## src/rtl/dpll_pkg.sv

```systemverilog
package dpll_pkg;

    localparam int DEF_SEL_W     = 4;
    localparam int DEF_STAGE_OFS = 2;

    typedef enum logic [1:0] {
        ID_PLAIN  = 2'd0,
        ID_INSERT = 2'd1,
        ID_DELETE = 2'd2
    } id_action_e;

    typedef struct packed {
        logic out;
        logic pend_up;
        logic pend_dn;
        logic extra;
    } idc_state_t;

    typedef struct packed {
        logic set_prev;
        logic clr_prev;
        logic out;
    } ec_state_t;

endpackage

```

## src/rtl/dpll_kcounter.sv

```systemverilog
module dpll_kcounter
    import dpll_pkg::*;
#(
    parameter int SEL_W     = DEF_SEL_W,
    parameter int STAGE_OFS = DEF_STAGE_OFS,
    localparam int CW       = (1 << SEL_W) - 1 + STAGE_OFS,
    localparam int LW       = $clog2(CW + 1)
) (
    input  logic             clk,
    input  logic             rst,
    input  logic             step_en,
    input  logic             cnt_en,
    input  logic             count_down,
    input  logic [SEL_W-1:0] len_sel,
    output logic             carry_o,
    output logic             borrow_o,
    output logic [CW-1:0]    count_o
);

    typedef struct packed {
        logic [CW-1:0] cnt;
        logic          carry;
        logic          borrow;
    } kst_t;

    kst_t          st_d, st_q;
    logic [LW-1:0] stages;
    logic [CW-1:0] mask;
    logic [CW-1:0] cur;
    logic          active;

    assign stages = LW'(len_sel) + LW'(STAGE_OFS);

    // one mask bit per stage, set for the stages the code enables
    generate
        for (genvar i = 0; i < CW; i++) begin : g_mask
            assign mask[i] = (stages > LW'(i));
        end
    endgenerate

    always_comb begin
        st_d        = st_q;
        st_d.carry  = 1'b0;
        st_d.borrow = 1'b0;
        active      = (len_sel != '0);
        cur         = active ? (st_q.cnt & mask) : st_q.cnt;
        st_d.cnt    = cur;
        if (active && cnt_en && step_en) begin
            if (!count_down) begin
                if (cur == mask) begin
                    st_d.cnt   = '0;
                    st_d.carry = 1'b1;
                end else begin
                    st_d.cnt = cur + CW'(1);
                end
            end else begin
                if (cur == '0) begin
                    st_d.cnt    = mask;
                    st_d.borrow = 1'b1;
                end else begin
                    st_d.cnt = cur - CW'(1);
                end
            end
        end
    end

    always_ff @(posedge clk) begin
        if (rst) st_q <= '0;
        else     st_q <= st_d;
    end

    assign carry_o  = st_q.carry;
    assign borrow_o = st_q.borrow;
    assign count_o  = st_q.cnt;

endmodule

```

## src/rtl/dpll_idstage.sv

```systemverilog
module dpll_idstage
    import dpll_pkg::*;
(
    input  logic clk,
    input  logic rst,
    input  logic tick,
    input  logic carry_i,
    input  logic borrow_i,
    output logic out_o
);

    idc_state_t st_d, st_q;
    id_action_e act;
    logic       up, dn, tog;

    always_comb begin
        st_d         = st_q;
        up           = st_q.pend_up | carry_i;
        dn           = st_q.pend_dn | borrow_i;
        act          = ID_PLAIN;
        tog          = st_q.extra;
        st_d.extra   = 1'b0;
        st_d.pend_up = up;
        st_d.pend_dn = dn;
        if (tick) begin
            st_d.pend_up = 1'b0;
            st_d.pend_dn = 1'b0;
            case ({up, dn})
                2'b10:   act = ID_INSERT;
                2'b01:   act = ID_DELETE;
                default: act = ID_PLAIN;
            endcase
            case (act)
                ID_INSERT: begin
                    tog        = ~tog;
                    st_d.extra = 1'b1;
                end
                ID_DELETE: tog = tog;
                default:   tog = ~tog;
            endcase
        end
        st_d.out = st_q.out ^ tog;
    end

    always_ff @(posedge clk) begin
        if (rst) st_q <= '0;
        else     st_q <= st_d;
    end

    assign out_o = st_q.out;

endmodule

```

## src/rtl/dpll_phase_det.sv

```systemverilog
module dpll_phase_det
    import dpll_pkg::*;
(
    input  logic clk,
    input  logic rst,
    input  logic xa,
    input  logic xb,
    input  logic es,
    input  logic ec,
    output logic x_out,
    output logic e_out
);

    logic      x_d, x_q;
    ec_state_t e_d, e_q;
    logic      rise_s, rise_c;

    always_comb begin
        x_d        = xa ^ xb;
        e_d        = e_q;
        rise_s     = es & ~e_q.set_prev;
        rise_c     = ec & ~e_q.clr_prev;
        e_d.set_prev = es;
        e_d.clr_prev = ec;
        if (rise_s && !rise_c)      e_d.out = 1'b1;
        else if (rise_c && !rise_s) e_d.out = 1'b0;
    end

    always_ff @(posedge clk) begin
        if (rst) begin
            x_q <= 1'b0;
            e_q <= '0;
        end else begin
            x_q <= x_d;
            e_q <= e_d;
        end
    end

    assign x_out = x_q;
    assign e_out = e_q.out;

endmodule

```

## src/rtl/dpll_core.sv

```systemverilog
module dpll_core
    import dpll_pkg::*;
#(
    parameter int SEL_W     = DEF_SEL_W,
    parameter int STAGE_OFS = DEF_STAGE_OFS,
    localparam int CW       = (1 << SEL_W) - 1 + STAGE_OFS
) (
    input  logic             clk,
    input  logic             rst,
    input  logic             kclk_en,
    input  logic             idclk_en,
    input  logic             cnt_en,
    input  logic             count_down,
    input  logic [SEL_W-1:0] len_sel,
    input  logic             xr_ref,
    input  logic             xr_fb,
    input  logic             ec_set,
    input  logic             ec_clr,
    output logic             xr_out,
    output logic             ec_out,
    output logic             idc_out
);

    logic          carry_w, borrow_w;
    logic [CW-1:0] cnt_w;

    dpll_kcounter #(.SEL_W(SEL_W), .STAGE_OFS(STAGE_OFS)) u_kcnt (
        .clk       (clk),
        .rst       (rst),
        .step_en   (kclk_en),
        .cnt_en    (cnt_en),
        .count_down(count_down),
        .len_sel   (len_sel),
        .carry_o   (carry_w),
        .borrow_o  (borrow_w),
        .count_o   (cnt_w)
    );

    dpll_idstage u_ids (
        .clk     (clk),
        .rst     (rst),
        .tick    (idclk_en),
        .carry_i (carry_w),
        .borrow_i(borrow_w),
        .out_o   (idc_out)
    );

    dpll_phase_det u_pd (
        .clk  (clk),
        .rst  (rst),
        .xa   (xr_ref),
        .xb   (xr_fb),
        .es   (ec_set),
        .ec   (ec_clr),
        .x_out(xr_out),
        .e_out(ec_out)
    );

endmodule

```

## config.mk

```make
export PLATFORM = sky130hd
export DESIGN_NAME = dpll_core
export DESIGN_NICKNAME = d
export VERILOG_FILES = /design/src/rtl/dpll_pkg.sv /design/src/rtl/dpll_kcounter.sv /design/src/rtl/dpll_idstage.sv /design/src/rtl/dpll_phase_det.sv /design/src/rtl/dpll_core.sv
export SDC_FILE = /design/constraint.sdc
export NUM_CORES = 1
export LEC_CHECK = 0
export BUFFER_PORTS_ARGS = -buffer_cell sky130_fd_sc_hd__buf_2
export CAP_MARGIN = 25
export CORE_MARGIN = 2
export CORE_UTILIZATION = 49
export CTS_CLUSTER_DIAMETER = 60
export DETAILED_ROUTE_END_ITERATION = 10
export PLACE_DENSITY_LB_ADDON = 0.05
export SLEW_MARGIN = 20
export SYNTH_ARGS = -nofsm -noshare
export SYNTH_HDL_FRONTEND = slang
export SYNTH_HIERARCHICAL = 1
export SYNTH_SLANG_ARGS = --single-unit
```

## constraint.sdc

```tcl
create_clock -name clk -period 5.75 [get_ports clk]
set_input_delay 0.8625 -clock clk [delete_from_list [all_inputs] [get_ports clk]]
set_output_delay 0.8625 -clock clk [all_outputs]
set_load 0.02 [all_outputs]
```

==> metrics, run 1 <==
status finished clean; Int Pwr 336 uW; Reg2Reg Setup Slack 2.84 ns; Critical Path Fanout Max 22; Initial Util 0.505; routed len/inst 19.9 um; Sw Share 0.425; Setup violations, final 0; highest clock rate 224 MHz; fin. max-slew vios 0; hold path start u_pd/e_out; global-route wire length before repair 14,700 um; vias in the first global route 2,732; pin count of the biggest net entering global routing 30; remaining antenna violation count 0; routed wire length 9470 um; number of synthesized flops with an enable pin 0; Die Ht 81.9 um; ant diodes 0; Avg Inst Size Synth 7.40 um2; fin nets 422; Critical Path Source Type input pin; Starting DRT DRC Count 547; hpwl dp 6910 um; placed cell area 0.00304 mm2; Hold Crit Endpoint u_pd/e_out; Pre-antenna DRT Iters 6; RSZ-0062 raised after global routing no; drt drc 0; Tmin final 4.47 ns; post-CTS sizing 0; max-cap viol count 0; clock sink count 27; Top FF cell, synth dfxtp_1; PD cells 189 mW/mm2; detail-routed via count per cell 6.84; setup TNS 0 ns; final std cells w/o fill 475; Num CTS Buffers 3; filler cell count 599; Gate power share 0.443; Netlist cell types 81; flops & latches, synth 27; CTS root buf clkbuf_8; CP arrival 4.60 ns; All-Layer GR Usage 0.287; post-synth net total 423; antenna violations before repair 0; Fin. Hold Viols 0; vias post-DR 3,248; Slew headroom 0.294; Leak 0.00103 uW; reg2reg path depth 8; Post-CTS Setup Bufs 0; die span in x 81.9 um; number of port buffers 16; hold depth 2; hold crit path type reg2reg; CTS H-tree depth 1; hold buffer count at CTS 0; Longest Clk Path Bufs 2; clk_lat worst skew 0.28 ns; Reg power frac 0.356; CORE AREA 0.00589 mm2; critical path data required time 5.88 ns; cell count after synthesis 402; synthesized area 0.00297 mm2; Clock power frac 0.201; Worst Clk Skew 0.00306 ns; asr flop ratio synth 0; worst setup margin 1.28 ns; R2R Path Start u_kcnt/count_o[6]; Tightest Pin Transition 1.06 ns; critical path class in2reg; placed cells 471; Ys Warns 6; share of layout cells above drive strength 1 0.123; Die ar. 0.00671 mm2; Sw Pwr 248 uW; Placer Congestion 0.899; Design Area, Final 0.00309 mm2; Synth-to-Final Area Change 3.87%; FP Rows 28; Pwr Total 585 uW; GRT overflow 0; I/O Pins 17; TritonCTS clock tree yes; Crit. End Element register; Period Utilization, post-route 0.778; capturing point of the worst reg2reg path u_kcnt/count_o[14]; Peak supply drop 0.0984 mV; Seq/Total Area, Yosys 0.182; pre-CTS WS 1.11 ns; Clk pin slew, worst setup/hold paths 0.10 ns
-- metal layers --
layer / part of all wire / vias to the layer above / global-route usage / wire, um
met5: 0 / - / 0 / 0
met4: 0.020 / 0 / 0.0800 / 193
met3: 0.084 / 19 / 0.0374 / 796
met2: 0.45 / 167 / 0.442 / 4280
met1: 0.44 / 1516 / 0.417 / 4200
li1: - / 1546 / - / -
-- per-stage QoR --
step,hold WS (ns),util
3_3_place_gp,0.474,0.516
4_1_cts,0.514,0.525
3_5_place_dp,0.491,0.516
5_1_grt,0.552,0.525
2_1_floorplan,0.486,-
6_report,0.512,0.525
-- worst max-delay path by stage --
stage               start                  to  slack [ns]
5_1_grt        len_sel[1]   u_kcnt/count_o[2]        1.04
2_1_floorplan  len_sel[1]  u_kcnt/count_o[10]        1.95
3_5_place_dp   len_sel[1]   u_kcnt/count_o[2]        1.11
6_report       len_sel[1]   u_kcnt/count_o[2]        1.28
4_1_cts        len_sel[1]   u_kcnt/count_o[2]        1.43
3_3_place_gp   len_sel[1]   u_kcnt/count_o[2]        1.18
-- flip-flops by register name, indices dropped and copies added (netlist names) --
name	count
u_kcnt/count_o	17
u_ids/st_q	3
u_pd/e_q	2
u_ids/out_o	1
u_kcnt/borrow_o	1
u_kcnt/carry_o	1
u_pd/e_out	1
u_pd/x_out	1
-- cells in the final DEF, fill, tap and decap left out, drive strengths merged, types with 9 or more instances in the layout --
cell / instances
inv: 15
nor2: 28
a21oi: 33
buf: 18
a22oi: 10
xnor2: 10
nor3: 15
a31oi: 9
nand3: 9
mux2i: 9
o21ai: 24
nand2: 43
dfxtp: 27
-- layout make-up --
type	count	area (um2)	area share
Timing Repair Buffer	18	95.1	0.0308
Multi-Input combinational cell	336	2250	0.730
Sequential cell	27	541	0.175
Inverter	15	56.3	0.0182
Tap cell	75	93.8	0.0304
Clock buffer	3	41.3	0.0134
Clock inverter	1	7.51	0.00243
-- power by group through the flow --
stage          clock network [uW]  logic [uW]  registers [uW]
2_1_floorplan                   0         193             210
3_5_place_dp                    0         248             212
4_1_cts                       120         250             208
5_1_grt                       127         280             210
3_3_place_gp                    0         248             212
6_report                      117         259             208
-- critical path, cell delays in order --
cell	delay, ns
buf_2	0.34
ha_1	0.50
or2_1	0.33
a21boi_2	0.56
a21oi_1	0.12
a32o_1	0.28
nor4_1	0.57
a31oi_2	0.55
a221oi_1	0.40
a211oi_1	0.08
-- kinds of logic (layout without fill, tap and decap cells) --
| family | Yosys count | in the layout | synth area share |
|---|---|---|---|
| flops | 27 | 27 | 0.182 |
| compound gates | 152 | 152 | 0.369 |
| simple gates | 153 | 153 | 0.278 |
| xor+xnor | 12 | 12 | 0.0379 |
| fa+ha+maj | 7 | 7 | 0.0295 |
| buf+inv | 39 | 37 | 0.0623 |
| mux | 12 | 12 | 0.0417 |
-- Yosys cell counts (6+ instances only) --
master / instances / area share
buf_2: 13 / 0.022
o21ai_0: 20 / 0.034
nor3_1: 14 / 0.024
dfxtp_1: 27 / 0.18
mux2i_1: 9 / 0.030
and2_1: 6 / 0.013
a22oi_1: 10 / 0.025
nand2_1: 43 / 0.054
clkbuf_1: 7 / 0.0088
a31oi_1: 8 / 0.017
nand2b_1: 6 / 0.013
xnor2_1: 9 / 0.027
nor2_1: 27 / 0.034
nand3_1: 9 / 0.015
a21oi_1: 32 / 0.054
nor2b_1: 7 / 0.015
ha_1: 7 / 0.029
inv_1: 15 / 0.019
Power figures use the tool's default switching activity.
==> run 2: changes to the inputs <==
==> constraint.sdc (replaced) <==
create_clock -name clk -period 3.8 [get_ports clk]
set_input_delay 0.57 -clock clk [delete_from_list [all_inputs] [get_ports clk]]
set_output_delay 0.57 -clock clk [all_outputs]
set_load 0.02 [all_outputs]
==> run 2 against run 1 <==
  * Sequential power up 52%
  * Highest routed layer unchanged
  * Largest cell class unchanged
  * Register-to-register slack worse by 1.9 ns
  * Design area rose by 8.1%
==> metrics, run 2 (same netlist as run 1, synthesis figures left out) <==
crit path cell chain buf_2, buf_4, ha_1, nor2b_1, a21o_1, a21boi_0, a2111oi_0, nand4_2, buf_4, nor3_1, o31ai_1, a31oi_1; Placer Congestion 1.01; vias post-DR 3,457; Initial Util 0.505; R2R Path Start u_kcnt/count_o[6]; hold crit path type in2reg; routed len/inst 19.7 um; cell mode on critical path buf_4; Clk pin slew, worst setup/hold paths 0.10 ns; clk_lat worst skew 0.28 ns; Sw Share 0.415; Pre-antenna DRT Iters 5; Tightest Pin Transition 0.800 ns; Fin. Hold Viols 0; fin nets 456; Num CTS Buffers 3; CP arrival 3.82 ns; critical path class in2reg; Post-CTS Setup Bufs 0; hold path start idclk_en; RSZ-0062 raised after global routing no; setup TNS 0 ns; post-CTS sizing 0; max-cap viol count 0; ant diodes 0; most common cell after layout, fill and taps aside nand2_1; Reg2Reg Setup Slack 0.93 ns; placed cell area 0.00329 mm2; Crit. End Element register; PD cells 286 mW/mm2; antenna violations before repair 0; Critical Path Source Type input pin; remaining antenna violation count 0; routed wire length 10,000 um; max reg flops 17; Design Area, Final 0.00334 mm2; TritonCTS clock tree yes; reg2reg path depth 8; Pwr Total 953 uW; CP max stage delay 0.69 ns; die span in x 81.9 um; drt drc 0; Synth-to-Final Area Change 12.2%; detail-routed via count per cell 6.79; fin. max-slew vios 0; pin count of the biggest net entering global routing 30; Slew headroom 0.453; Starting DRT DRC Count 495; Clock power frac 0.188; Die ar. 0.00671 mm2; Setup violations, final 0; crit path from len_sel[1]; highest clock rate 278 MHz; Tmin final 3.60 ns; Leak 0.00119 uW; Worst Clk Skew 0.00261 ns; critical path data required time 4.01 ns; FP Rows 28; CTS root buf clkbuf_8; Critical Path Fanout Max 11; Int Pwr 558 uW; I/O Pins 17; vias in the first global route 3,133; status finished clean; CP max stage cell a2111oi_0; hpwl dp 7610 um; GRT overflow 0; number of port buffers 16; clock sink count 27; Longest Clk Path Bufs 2; Gate power share 0.481; share of layout cells above drive strength 1 0.189; CORE AREA 0.00589 mm2; hold buffer count at CTS 0; Die Ht 81.9 um; Reg power frac 0.331; Period Utilization, post-route 0.948; commonest non-fill, non-tap cells in the layout 43 x nand2_1, 36 x buf_4, 32 x a21oi_1; Peak supply drop 0.216 mV; CTS H-tree depth 1; hold depth 2; global-route wire length before repair 16,200 um; Sw Pwr 395 uW; All-Layer GR Usage 0.312
[run 2: cell count changes in the layout (fill, tap and decap cells not counted), sizes merged]
| cell | delta |
|---|---|
| buf | +34 |
[run 2: layout make-up]
type / instances / area [um2]
Sequential cell: 27 / 541
Inverter: 15 / 56.3
Timing Repair Buffer: 52 / 350
Tap cell: 75 / 93.8
Clock buffer: 3 / 41.3
Fill cell: 581 / 2550
Multi-Input combinational cell: 336 / 2250
Clock inverter: 1 / 7.51
[run 2: final timing paths]
kind	endpoint
worst min-delay path	u_ids/st_q[1]
worst max register to register	u_kcnt/count_o[14]
worst max-delay path	u_kcnt/count_o[14]
worst min register to register	u_pd/e_out
[run 2: power groups by stage]
stage	Clock [uW]	Sequential (uW)	Combinational, uW
2_1_floorplan	0	318	292
3_3_place_gp	0	321	440
3_5_place_dp	0	321	442
4_1_cts	186	315	444
5_1_grt	193	318	497
6_report	179	316	458
[run 2: worst max-delay path, delay by kind of cell]
kind	cells	cell delay [ns]
adder cells (fa/ha/maj)	1	0.27
AO/OA/AOI/OAI	5	1.45
buffers and inverters	3	0.55
AND/OR/NAND/NOR	3	0.97
[run 2: per-layer routing]
layer | global-route usage | wire length (um)
met5 | 0 | 0
met4 | 0.0883 | 291
met3 | 0.0440 | 933
met2 | 0.487 | 4520
met1 | 0.446 | 4300
[run 2: through the flow]
step / cells / hold slack (ns) / setup WS, ns / utilization
6_report: 509 / 0.492 / 0.198 / 0.567
5_1_grt: 509 / 0.493 / 0.0451 / 0.567
4_1_cts: 509 / 0.486 / 0.362 / 0.567
3_5_place_dp: 505 / 0.499 / 0.0608 / 0.559
3_3_place_gp: 505 / 0.472 / 0.0828 / 0.559
2_1_floorplan: 402 / 0.486 / 0.297 / -
